### src/rtl/np_gate_pkg.sv
package np_gate_pkg;

    typedef enum logic [1:0] {
        ST_IDLE    = 2'd0,
        ST_SEND_P  = 2'd1,
        ST_SEND_NP = 2'd2
    } gate_state_e;

    // 00 -> 0, 01 -> 1, 10 and 11 -> 2
    function automatic logic [1:0] grant_amount(input logic [1:0] code);
        unique case (code)
            2'b00:   grant_amount = 2'd0;
            2'b01:   grant_amount = 2'd1;
            default: grant_amount = 2'd2;
        endcase
    endfunction

endpackage

### src/rtl/gate_fifo.sv
module gate_fifo #(
    parameter int W     = 8,
    parameter int DEPTH = 8
) (
    input  logic         clk,
    input  logic         rst_n,
    input  logic         push,
    input  logic [W-1:0] wdata,
    input  logic         pop,
    output logic [W-1:0] rdata,
    output logic         empty,
    output logic         full
);
    localparam int AW = $clog2(DEPTH);

    logic [W-1:0] mem [DEPTH];
    logic [AW:0]  wr_q, rd_q;

    assign empty = (wr_q == rd_q);
    assign full  = (wr_q[AW] != rd_q[AW]) && (wr_q[AW-1:0] == rd_q[AW-1:0]);
    assign rdata = mem[rd_q[AW-1:0]];

    always_ff @(posedge clk) begin
        if (push) begin
            mem[wr_q[AW-1:0]] <= wdata;
        end
    end

    always_ff @(posedge clk) begin
        if (!rst_n) begin
            wr_q <= '0;
            rd_q <= '0;
        end else begin
            if (push) wr_q <= wr_q + 1'b1;
            if (pop)  rd_q <= rd_q + 1'b1;
        end
    end

    AST_NO_OVERFLOW: assert property (@(posedge clk) disable iff (!rst_n)
        push |-> !full);
    AST_NO_UNDERFLOW: assert property (@(posedge clk) disable iff (!rst_n)
        pop |-> !empty);

endmodule

### src/rtl/np_credit_counter.sv
module np_credit_counter
    import np_gate_pkg::*;
#(
    parameter int CREDIT_MAX = 32,
    localparam int CNT_W     = $clog2(CREDIT_MAX + 1)
) (
    input  logic             clk,
    input  logic             rst_n,
    input  logic [1:0]       grant,
    input  logic             take,
    output logic [CNT_W-1:0] count,
    output logic             ovf,
    output logic             has_credit
);
    logic [CNT_W-1:0] cnt_q;
    logic             ovf_q;
    logic [CNT_W:0]   sum;

    always_comb begin
        sum = {1'b0, cnt_q}
            + {{(CNT_W-1){1'b0}}, grant_amount(grant)}
            - {{CNT_W{1'b0}}, take};
    end

    always_ff @(posedge clk) begin
        if (!rst_n) begin
            cnt_q <= '0;
            ovf_q <= 1'b0;
        end else if (sum > (CNT_W+1)'(CREDIT_MAX)) begin
            cnt_q <= CNT_W'(CREDIT_MAX);
            ovf_q <= 1'b1;
        end else begin
            cnt_q <= sum[CNT_W-1:0];
            ovf_q <= 1'b0;
        end
    end

    assign count      = cnt_q;
    assign ovf        = ovf_q;
    assign has_credit = (cnt_q != '0);

    AST_CNT_RANGE: assert property (@(posedge clk) disable iff (!rst_n)
        cnt_q <= CNT_W'(CREDIT_MAX));
    AST_OVF_AT_TOP: assert property (@(posedge clk) disable iff (!rst_n)
        ovf_q |-> (cnt_q == CNT_W'(CREDIT_MAX)));
    AST_TAKE_NEEDS_CREDIT: assert property (@(posedge clk) disable iff (!rst_n)
        take |-> (cnt_q != '0));

endmodule

### src/rtl/np_credit_gate.sv
module np_credit_gate
    import np_gate_pkg::*;
#(
    parameter int DATA_W     = 32,
    parameter int P_DEPTH    = 8,
    parameter int N_DEPTH    = 8,
    parameter int CREDIT_MAX = 32,
    localparam int CNT_W     = $clog2(CREDIT_MAX + 1)
) (
    input  logic              clk,
    input  logic              rst_n,
    input  logic              in_valid,
    output logic              in_ready,
    input  logic [DATA_W-1:0] in_data,
    input  logic              in_last,
    input  logic              in_np,
    output logic              out_valid,
    input  logic              out_ready,
    output logic [DATA_W-1:0] out_data,
    output logic              out_last,
    output logic              out_np,
    input  logic [1:0]        credit_grant,
    output logic [CNT_W-1:0]  credit_count,
    output logic              credit_ovf
);
    // Arrival stamp wide enough to order every packet that can be queued
    localparam int STAMP_W = $clog2(P_DEPTH + N_DEPTH) + 1;
    localparam int ENT_W   = STAMP_W + 1 + DATA_W;

    gate_state_e state_q, state_d;

    logic               first_q, cls_q, in_cls;
    logic [STAMP_W-1:0] stamp_q;
    logic               in_fire;
    logic [ENT_W-1:0]   in_entry;

    logic               p_push, n_push, p_pop, n_pop;
    logic               p_empty, n_empty, p_full, n_full;
    logic [ENT_W-1:0]   p_head, n_head;
    logic [STAMP_W-1:0] p_stamp, n_stamp, age_diff;
    logic               has_credit, np_older, pick_np, pick_p, take;
    logic               sel_empty, sel_last;

    // ---------------- input side ----------------
    assign in_cls   = first_q ? in_np : cls_q;
    assign in_ready = in_cls ? !n_full : !p_full;
    assign in_fire  = in_valid && in_ready;
    assign in_entry = {stamp_q, in_last, in_data};
    assign p_push   = in_fire && !in_cls;
    assign n_push   = in_fire &&  in_cls;

    always_ff @(posedge clk) begin
        if (!rst_n) begin
            first_q <= 1'b1;
            cls_q   <= 1'b0;
            stamp_q <= '0;
        end else if (in_fire) begin
            cls_q   <= in_cls;
            first_q <= in_last;
            if (in_last) stamp_q <= stamp_q + 1'b1;
        end
    end

    gate_fifo #(.W(ENT_W), .DEPTH(P_DEPTH)) p_fifo_i (
        .clk   (clk),
        .rst_n (rst_n),
        .push  (p_push),
        .wdata (in_entry),
        .pop   (p_pop),
        .rdata (p_head),
        .empty (p_empty),
        .full  (p_full)
    );

    gate_fifo #(.W(ENT_W), .DEPTH(N_DEPTH)) n_fifo_i (
        .clk   (clk),
        .rst_n (rst_n),
        .push  (n_push),
        .wdata (in_entry),
        .pop   (n_pop),
        .rdata (n_head),
        .empty (n_empty),
        .full  (n_full)
    );

    np_credit_counter #(.CREDIT_MAX(CREDIT_MAX)) credit_i (
        .clk        (clk),
        .rst_n      (rst_n),
        .grant      (credit_grant),
        .take       (take),
        .count      (credit_count),
        .ovf        (credit_ovf),
        .has_credit (has_credit)
    );

    // ---------------- packet choice ----------------
    assign p_stamp  = p_head[ENT_W-1 -: STAMP_W];
    assign n_stamp  = n_head[ENT_W-1 -: STAMP_W];
    assign age_diff = p_stamp - n_stamp;
    assign np_older = !age_diff[STAMP_W-1];
    assign pick_np  = !n_empty && has_credit && (p_empty || np_older);
    assign pick_p   = !p_empty && !pick_np;
    assign take     = (state_q == ST_IDLE) && pick_np;

    // ---------------- state register ----------------
    always_ff @(posedge clk) begin
        if (!rst_n) state_q <= ST_IDLE;
        else        state_q <= state_d;
    end

    // ---------------- next state ----------------
    always_comb begin
        state_d = state_q;
        unique case (state_q)
            ST_IDLE: begin
                if (pick_np)     state_d = ST_SEND_NP;
                else if (pick_p) state_d = ST_SEND_P;
            end
            ST_SEND_P: begin
                if (p_pop && p_head[DATA_W]) state_d = ST_IDLE;
            end
            ST_SEND_NP: begin
                if (n_pop && n_head[DATA_W]) state_d = ST_IDLE;
            end
            default: state_d = ST_IDLE;
        endcase
    end

    // ---------------- outputs ----------------
    always_comb begin
        out_valid = 1'b0;
        out_data  = '0;
        out_last  = 1'b0;
        out_np    = 1'b0;
        p_pop     = 1'b0;
        n_pop     = 1'b0;
        sel_empty = 1'b1;
        sel_last  = 1'b0;
        unique case (state_q)
            ST_IDLE: begin
            end
            ST_SEND_P: begin
                sel_empty = p_empty;
                sel_last  = p_head[DATA_W];
                out_valid = !p_empty;
                out_data  = p_head[DATA_W-1:0];
                out_last  = sel_last;
                p_pop     = !p_empty && out_ready;
            end
            ST_SEND_NP: begin
                sel_empty = n_empty;
                sel_last  = n_head[DATA_W];
                out_valid = !n_empty;
                out_data  = n_head[DATA_W-1:0];
                out_last  = sel_last;
                out_np    = 1'b1;
                n_pop     = !n_empty && out_ready;
            end
            default: begin
            end
        endcase
    end

    AST_NP_NEEDS_CREDIT: assert property (@(posedge clk) disable iff (!rst_n)
        (state_q == ST_IDLE && state_d == ST_SEND_NP) |-> (credit_count != '0));
    AST_COMMIT_TAKES_ONE: assert property (@(posedge clk) disable iff (!rst_n)
        (state_q == ST_IDLE && state_d == ST_SEND_NP && credit_grant == 2'b00)
        |=> (credit_count == $past(credit_count) - 1'b1));
    AST_BEAT_HELD: assert property (@(posedge clk) disable iff (!rst_n)
        (out_valid && !out_ready) |=> (out_valid && $stable(out_data) && $stable(out_last)));
    AST_NO_SWITCH_MID_PKT: assert property (@(posedge clk) disable iff (!rst_n)
        (out_valid && !(out_ready && out_last)) |=> (state_q == $past(state_q)));
    AST_IDLE_SILENT: assert property (@(posedge clk) disable iff (!rst_n)
        (state_q == ST_IDLE) |-> !out_valid);
    AST_SEL_CONSISTENT: assert property (@(posedge clk) disable iff (!rst_n)
        out_valid |-> (!sel_empty && out_last == sel_last));

endmodule

### config.mk
export PLATFORM = sky130hd
export DESIGN_NAME = np_credit_gate
export DESIGN_NICKNAME = d
export VERILOG_FILES = /design/src/rtl/np_gate_pkg.sv /design/src/rtl/gate_fifo.sv /design/src/rtl/np_credit_counter.sv /design/src/rtl/np_credit_gate.sv
export SDC_FILE = /design/constraint.sdc
export NUM_CORES = 1
export LEC_CHECK = 0
export BUFFER_PORTS_ARGS = -buffer_cell sky130_fd_sc_hd__buf_2
export CORE_ASPECT_RATIO = 1.1
export CORE_UTILIZATION = 32
export CTS_CLUSTER_DIAMETER = 150
export DETAILED_ROUTE_END_ITERATION = 16
export HOLD_SLACK_MARGIN = 0.15
export PLACE_DENSITY_LB_ADDON = 0.1
export SLEW_MARGIN = 10
export SYNTH_ARGS = -nofsm -noshare
export SYNTH_HDL_FRONTEND = slang
export SYNTH_HIERARCHICAL = 1
export SYNTH_SLANG_ARGS = --single-unit
### constraint.sdc
create_clock -name clk -period 8.1 [get_ports clk]
set_input_delay 1.62 -clock clk [delete_from_list [all_inputs] [get_ports clk]]
set_output_delay 1.62 -clock clk [all_outputs]
set_load 0.1 [all_outputs]
# Yosys cells after proc, flatten, opt, wreduce, memory -nomap -nowiden
# Memory sizes are Yosys's and may differ from the RTL's. A register that Yosys moved wholly into a read port is not among the register bits.
# Index checks and enable logic that the tools add are counted.
# totals
register_bits	32
latchBits	0
ramBits	608
romBits	0
input_bits	40
output_inout_bits	43
elab_cells	86
mem_count	2
# op_classes
add_sub_neg	8
multipliers	0
div	0
order_cmp	1
eq_ne	12
shift	0
n_mux	24
bitwise_logic	1
reduce_logical	27
# mem_list
name	words	width	read_ports	rd_clocked_by_memory_dff	write_ports	line_no	rtl
n_fifo_i.mem	8	38	1	1	1	gate_fifo.sv:16	logic [W-1:0] mem [DEPTH];
p_fifo_i.mem	8	38	1	1	1	gate_fifo.sv:16	
# ops
cell	n
$pmux 32 s2	1
$add 4x1->4 const B	4
$logic_and 1x1->1	13
$mux 3	4
$mux 1	10
$eq 4x4->1	2
$mux 2	4
$add 6x2->7	1
$gt 7x6->1 const B	1
$logic_not 1->1	7
$sub 7x1->7	1
$eq 3x3->1	2
$mux 6	1
$pmux 2 s3	1
$reduce_bool 6->1	1
$add 5x1->5 const B	1
$sub 5x5->5	1
$eq 2x1->1 const B	2
$logic_not 2->1	2
$ne 2x2->1 const B	2
$pmux 1 s2	2
$pmux 2 s2	1
$ne 3x3->1 const B	1
$reduce_and 3->1	1
6 further kinds	7

# Logic depth before layout (Yosys ltp)
# Gate-level depths: netlist of run 1.
# logic_depth
word_depth	9
ltp_mapped	21
depth_no_buf	18

# Modules after synthesis
# Netlist of run 1, hierarchy kept.
# modules_own_cells
module	instances	cells_per_inst	area_per_inst_um2
gate_fifo	2	495	11897.7
np_credit_gate	1	159	1164.9
np_credit_counter	1	72	651.9

# Worst setup path after synthesis of run 1
# No wires, ideal clock.
# synth_timing
kind	input to register
from	input port in_np
to	memory p_fifo_i/mem[2][0] (netlist bit) (enable)
setup_time_ns	0.480
arrival_time_ns	5.319
t_required_ns	7.620
slack_ns	2.301
cell_stages	4
cell_sequence	mux2i_1 -> nor3b_1 -> nand2_1 -> nor3_1
# synth_via
elab_chain_len	6
word_cells_on_any_way	7
classes_between	4 x mux; 3 x reduce/logical
# synth_lines
item	line_no	rtl
from (decl)	np_credit_gate.sv:16	input logic in_np,
$mux 1 (*)	np_credit_gate.sv:45	assign in_cls = first_q ? in_np : cls_q;
$mux 1	np_credit_gate.sv:46	assign in_ready = in_cls ? !n_full : !p_full;
$logic_and 1x1->1	np_credit_gate.sv:47	assign in_fire = in_valid && in_ready;
$logic_and 1x1->1 (*)	np_credit_gate.sv:49	assign p_push = in_fire && !in_cls;
named net p_push	np_credit_gate.sv:37	logic p_push, n_push, p_pop, n_pop;
$mux 1 (*)	gate_fifo.sv:24	if (push) begin
$mux 1 (not written as such) (*)	gate_fifo.sv:25	mem[wr_q[AW-1:0]] <= wdata;
to (decl)	gate_fifo.sv:16	
# Mark *: on every way through the listed nets, which the timed path passes. The rest lies on a longest branch.

==> qor.csv, run 1 <==
metric,value,unit
crit start category,register,
Final ANT Viol Nets,0,
# IOs,83,
Synth Warn #,6,
post-synthesis sequential area ratio,0.743,
Switch Pwr,2020,uW
status,"finished, final reports clean",
total wire length,60.5,mm
max-cap violations,0,
worst endpoint data arrival time,6440,ps
maximum VDD drop,0.173,mV
final worst-path cycle share,0.737,
"Hold Vio Cnt, Final",0,
Syn Area/Cell,21.0,um^2
actual slew at the worst max-slew pin,1070,ps
syn nets,1283,
Synth area leader,edfxtp_1,
initial antenna violation count,3,
Worst Skew,13.8,ps
Hold Crit Class,register to register,
DIE HEIGHT,299,um
final instance area,0.0297,mm^2
I/O Buffers,82,
CP max-delay cell,dfxtp_4,
"FF+latch count, synth",646,
clock power share,0.403,
drt pass-1 iters,4,
Final WS setup,2130,ps
clk_lat worst skew,600,ps
"Cell Area, Placed",0.0274,mm^2
initial DRC count,784,
CTS tree,built,
full die area,0.0812,mm^2
max_slew headroom,0.290,
number of synthesized flops with an enable pin,608,
post-CTS setup buffers,0,
top post-synthesis cells by area,"edfxtp_1, mux4_2, mux2_2",
Post-synth ARST share,0,
max-slew violation count,0,
worst stage delay on the critical path,870,ps
first-pass GRT wire length,88.3,mm
critical-path cell list,"buf_4, mux4_2, mux2_2, xnor2_1, nor4_1, nor4_1, and2_1, ha_1, inv_1, ha_1, inv_1, fa_1, nor2b_1, o311a_1, mux2_4, o21ai_2, nor3b_1",
Num CTS Buffers,75,
"Hold-fix buffers, CTS",0,
post_cts resized,0,
Syn Inst Count,1221,
Buf/Inv on CP,3,
vias in the first global route,12900,
Initial Util,0.324,
row cnt,108,
pre-CTS WS,2100,ps
WP data required,8560,ps
Synth Flop Type,edfxtp_1,
sequential share of power,0.471,
GRT overflow,0,
PwrDens,269,mW/mm^2
All-Layer GR Usage,0.150,
RSZ-0062 raised after global routing,no,
post-synth cell types,58,
CORE AREA,0.0791,mm^2
Lkg Pwr,0.00917,uW
top cell family by delay on the critical path,simple AND/OR/NAND/NOR gates,
Int Power,5950,uW
Yosys top cell area share,0.713,
dpl hpwl,31.1,mm
CP Max Fanout,35,
clock sinks,646,
crit path kind,register to register,
Vias,12100,
cell area after synthesis,0.0256,mm^2
"commonest non-fill, non-tap cell in the layout",edfxtp_1,
pin count of the biggest net entering global routing,56,
RD Place Congestion,0.687,
CTS HTree Levels,3,
vias per std cell,4.94,
Combinational Power Share,0.125,
clock root buffer,clkbuf_16,
Syn-to-layout area delta,15.9,%
NumNets Final,1410,
final worst path period need,5970,ps
ratio of cells with drive above 1 in the final layout,0.335,
DR WL/cell,24.7,um
number of remaining DRC errors,0,
DIE WIDTH,272,um
most frequent cells in the layout,"edfxtp_1, mux4_2, buf_2",
maximum clock rate,0.167,GHz
final design utilization,0.375,
clock buffer depth,3,
Switching Share,0.254,
"CTS clk-pin slew, worst paths",60,ps
CP Capture Type,register,
setup tns final,0,ps
Setup-failing EPs final,0,
==> path summary, 6_finish.rpt <==
path / depth (start not counted) / end / slack, ps / start
max: 17 / credit_i/count[3]$_SDFF_PP0_ / 2130 / register
min: 1 / first_q$_SDFFE_PN1P_ / 490 / first_q$_SDFFE_PN1P_
max reg2reg: 17 / credit_i/count[3]$_SDFF_PP0_ / 2130 / register
min reg2reg: 1 / first_q$_SDFFE_PN1P_ / 490 / first_q$_SDFFE_PN1P_
==> worst reg2reg max path, delay by kind of cell (launching register included) <==
| family | cells | cell delay, ps |
|---|---|---|
| adder cells (fa/ha/maj) | 3 | 850 |
| XOR/XNOR | 1 | 340 |
| AO/OA/AOI/OAI | 2 | 480 |
| flip-flops | 1 | 870 |
| buffers and inverters | 3 | 670 |
| AND/OR/NAND/NOR | 5 | 1460 |
| multiplexers | 3 | 1170 |
==> power groups by stage <==
stage	combinational, uW	clock (uW)	sequential (uW)
floorplan	652	0	3890
global placement	1010	0	3830
detailed placement	1020	0	3830
CTS	1020	3310	3760
global route	1070	3430	3760
finish	1000	3210	3760
==> cell families (layout without fill, tap and decap cells) <==
group,after synthesis,after routing,synth area share
adder cells (fa/ha/maj),22,22,0.0110
buffers and inverters,83,264,0.0156
flip-flops,646,646,0.743
multiplexers,237,237,0.171
XOR/XNOR,23,23,0.00787
AO/OA/AOI/OAI,72,72,0.0215
other,0,1,0
AND/OR/NAND/NOR,138,138,0.0304
==> state kept, by name (all words and copies together) (netlist names), named ones only <==
| signal | cells |
|---|---|
| credit_i/ovf | 1 |
| state_q | 2 |
| p_fifo_i/wr_q | 4 |
| p_fifo_i/rd_q | 4 |
| stamp_q | 5 |
| p_fifo_i/mem | 304 |
| credit_i/count | 6 |
| n_fifo_i/wr_q | 4 |
| cls_q | 1 |
| n_fifo_i/mem | 304 |
| first_q | 1 |
| n_fifo_i/rd_q | 4 |
==> routing by layer <==
layer | up-vias | track usage | part of all wire
met4 | 2 | 0.0437 | 0.019
met1 | 6473 | 0.208 | 0.45
met2 | 260 | 0.244 | 0.48
li1 | 5277 | - | -
met3 | 85 | 0.0248 | 0.047
met5 | - | 0 | 0.00020
==> Yosys cell counts, drive strengths merged, types with 8 or more instances <==
master / count
nand2b: 9
xnor2: 16
nand2: 17
and2: 14
mux4: 152
mux2: 78
a22oi: 33
buf: 23
clkbuf: 35
nor2b: 40
nor3: 8
nor2: 22
edfxtp: 608
a21oi: 8
dfxtp: 38
inv: 25
ha: 21
==> metrics by stage <==
step	power [uW]	hold slack, ps	cells
5_1_grt	8270	528	2447
4_1_cts	8090	491	2447
2_1_floorplan	4550	455	1221
6_report	7970	486	2448
3_5_place_dp	4840	471	2316
3_3_place_gp	4840	467	2316
==> layout make-up <==
class,count,area (um^2)
clock inverter,28,241
sequential,646,19000
tap,1045,1310
antenna,1,2.50
timing repair buffer,108,606
multi-input combinational,492,6310
clock buffer,103,2080
fill,7258,49400
inverter,25,93.8
Note: power is estimated with default switching activity, not from simulation.
==> run 2, diff against run 1 <==
- clock period: 8.1 -> 4.97 ns (I/O delays scaled with it)
==> qor.csv, run 2 (same netlist as run 1, synthesis figures left out) <==
metric,value,unit,change
clk_lat worst skew,600,ps,about the same
clock sinks,646,,unchanged
worst stage delay on the critical path,540,ps,-330 ps
final worst-path cycle share,0.940,,+0.203
number of remaining DRC errors,0,,unchanged
dpl hpwl,32.3,mm,+3.8%
Worst Skew,17.3,ps,+3.46 ps
Hold WS,495,ps,+8.99 ps
max-cap violations,0,,unchanged
worst endpoint data arrival time,5140,ps,-1300 ps
first-pass GRT wire length,90.8,mm,+2.9%
CP Max Fanout,10,,-71%
Int Power,9680,uW,+63%
CP max-delay cell,mux4_2,,
FF/Latch Area,0.0190,mm^2,about the same
total wire length,62.8,mm,+3.7%
worst r2r path cells,18,,+1
Syn-to-layout area delta,17.0,%,
CTS HTree Levels,3,,unchanged
Ant. Diodes,0,,-1
"Hold-fix buffers, CTS",0,,unchanged
vias in the first global route,13200,,+1.8%
maximum clock rate,0.214,GHz,+28%
max_slew headroom,0.338,,+0.0482
Switch Pwr,3310,uW,+64%
row cnt,108,,unchanged
Initial Util,0.324,,unchanged
All-Layer GR Usage,0.156,,+0.00607
CTS tree,built,,
final design utilization,0.379,,+0.00374
most frequent cells in the layout,"edfxtp_1, mux4_2, buf_2",,
"CTS clk-pin slew, worst paths",60,ps,about the same
status,"finished, final reports clean",,
initial antenna violation count,3,,unchanged
crit start category,register,,
critical-path cell list,"mux4_2, mux2_2, ha_1, o211ai_1, nor4_1, nor4_1, buf_4, and2_1, ha_1, inv_1, ha_1, inv_1, fa_1, nor2b_1, o311a_1, mux2_4, o21ai_2, nor3b_1",,
WP data required,5440,ps,-3120 ps
final worst path period need,4670,ps,-1300 ps
clock power share,0.402,,about the same
FF-to-FF setup slack,300,ps,-1830 ps
post-CTS setup buffers,0,,unchanged
Num CTS Buffers,74,,-1.3%
"Hold Vio Cnt, Final",0,,unchanged
post_cts resized,0,,unchanged
DR WL/cell,25.4,um,+2.9%
initial DRC count,872,,+11%
setup tns final,0,ps,unchanged
pin count of the biggest net entering global routing,39,,-30%
reg2reg end,credit_i/count[3]$_SDFF_PP0_,,
Combinational Power Share,0.128,,+0.003
# IOs,83,,unchanged
NumNets Final,1428,,+1.3%
clock root buffer,clkbuf_16,,
CP most frequent cell,ha_1,,
Switching Share,0.255,,+0.00130
Buf/Inv on CP,3,,unchanged
actual slew at the worst max-slew pin,993,ps,-72.3 ps
hold path endpoint,first_q$_SDFFE_PN1P_,,
DIE WIDTH,272,um,unchanged
crit path kind,register to register,,
PwrDens,433,mW/mm^2,+61%
hold depth,1,,unchanged
DIE HEIGHT,299,um,unchanged
Final ANT Viol Nets,0,,unchanged
filler cell count,7227,,-0.43%
Lkg Pwr,0.00929,uW,+1.3%
Worst Hold Launch,first_q$_SDFFE_PN1P_,,
Worst path depth,18,,+1
GRT overflow,0,,unchanged
multi-input logic area,0.00632,mm^2,+0.20%
maximum VDD drop,0.354,mV,+100%
full die area,0.0812,mm^2,unchanged
total power draw,13000,uW,+63%
Setup-failing EPs final,0,,unchanged
"commonest non-fill, non-tap cell in the layout",edfxtp_1,,
sequential share of power,0.470,,about the same
ratio of cells with drive above 1 in the final layout,0.345,,+0.0103
vias per std cell,4.92,,-0.51%
top cell family by delay on the critical path,multiplexers,,
clock buffer depth,3,,unchanged
drt pass-1 iters,5,,+1
Hold Crit Class,register to register,,
Vias,12100,,+0.22%
CORE AREA,0.0791,mm^2,unchanged
I/O Buffers,82,,unchanged
RSZ-0062 raised after global routing,no,,
CP Capture Type,register,,
max-slew violation count,0,,unchanged
RD Place Congestion,0.688,,about the same
## run 2: cell types whose count changed in the layout (fill, tap and decap cells not counted), sizes merged
cell | before | now
buf | 108 | 127
clkbuf | 103 | 93
inv | 25 | 29
clkinv | 23 | 26
clkinvlp | 1 | 3
bufinv | 4 | 5
diode | 1 | 0
## run 2: per-stage QoR
stage          std cells  setup slack [ps]  instance area (um^2)
5_1_grt             2466              5.74                 30000
3_3_place_gp        2329               268                 27600
2_1_floorplan       1221              85.8                 25600
4_1_cts             2460               181                 29900
3_5_place_dp        2329               213                 27600
6_report            2466               298                 30000
## run 2: final cells by class
| type | instances | share of cell area |
|---|---|---|
| flip-flops and latches | 646 | 0.635 |
| clock buffers | 93 | 0.0663 |
| repair buffers | 127 | 0.0300 |
| multi-input cells | 492 | 0.211 |
| clock inverters | 38 | 0.0107 |
| well taps | 1045 | 0.0436 |
| inverters | 25 | 0.00313 |
## run 2: worst max-delay path by stage
| stage | startpoint | to |
|---|---|---|
| after global routing | register | credit_i/count[3]$_SDFF_PP0_ |
| after CTS | register | credit_i/count[3]$_SDFF_PP0_ |
| final | register | credit_i/count[3]$_SDFF_PP0_ |
| after floorplan | in_np | n_fifo_i/mem[2][0]$_DFFE_PP_ |
| after detailed placement | register | credit_i/count[2]$_SDFF_PP0_ |
| after global placement | register | credit_i/count[2]$_SDFF_PP0_ |
## run 2: routing by layer
layer  routed length [um]  vias up  track usage
li1                     -     5312            -
met1                29000     6499        0.219
met2                30300      222        0.253
met3                 2260       89       0.0229
met4                 1160        2       0.0443
met5                   14        -            0
## run 2: power groups by stage
stage / Sequential [uW] / Combinational [uW] / Clock [uW]
global route: 6120 / 1780 / 5560
CTS: 6110 / 1690 / 5370
detailed placement: 6230 / 1690 / 0
floorplan: 6350 / 1060 / 0
global placement: 6220 / 1680 / 0
finish: 6110 / 1660 / 5220
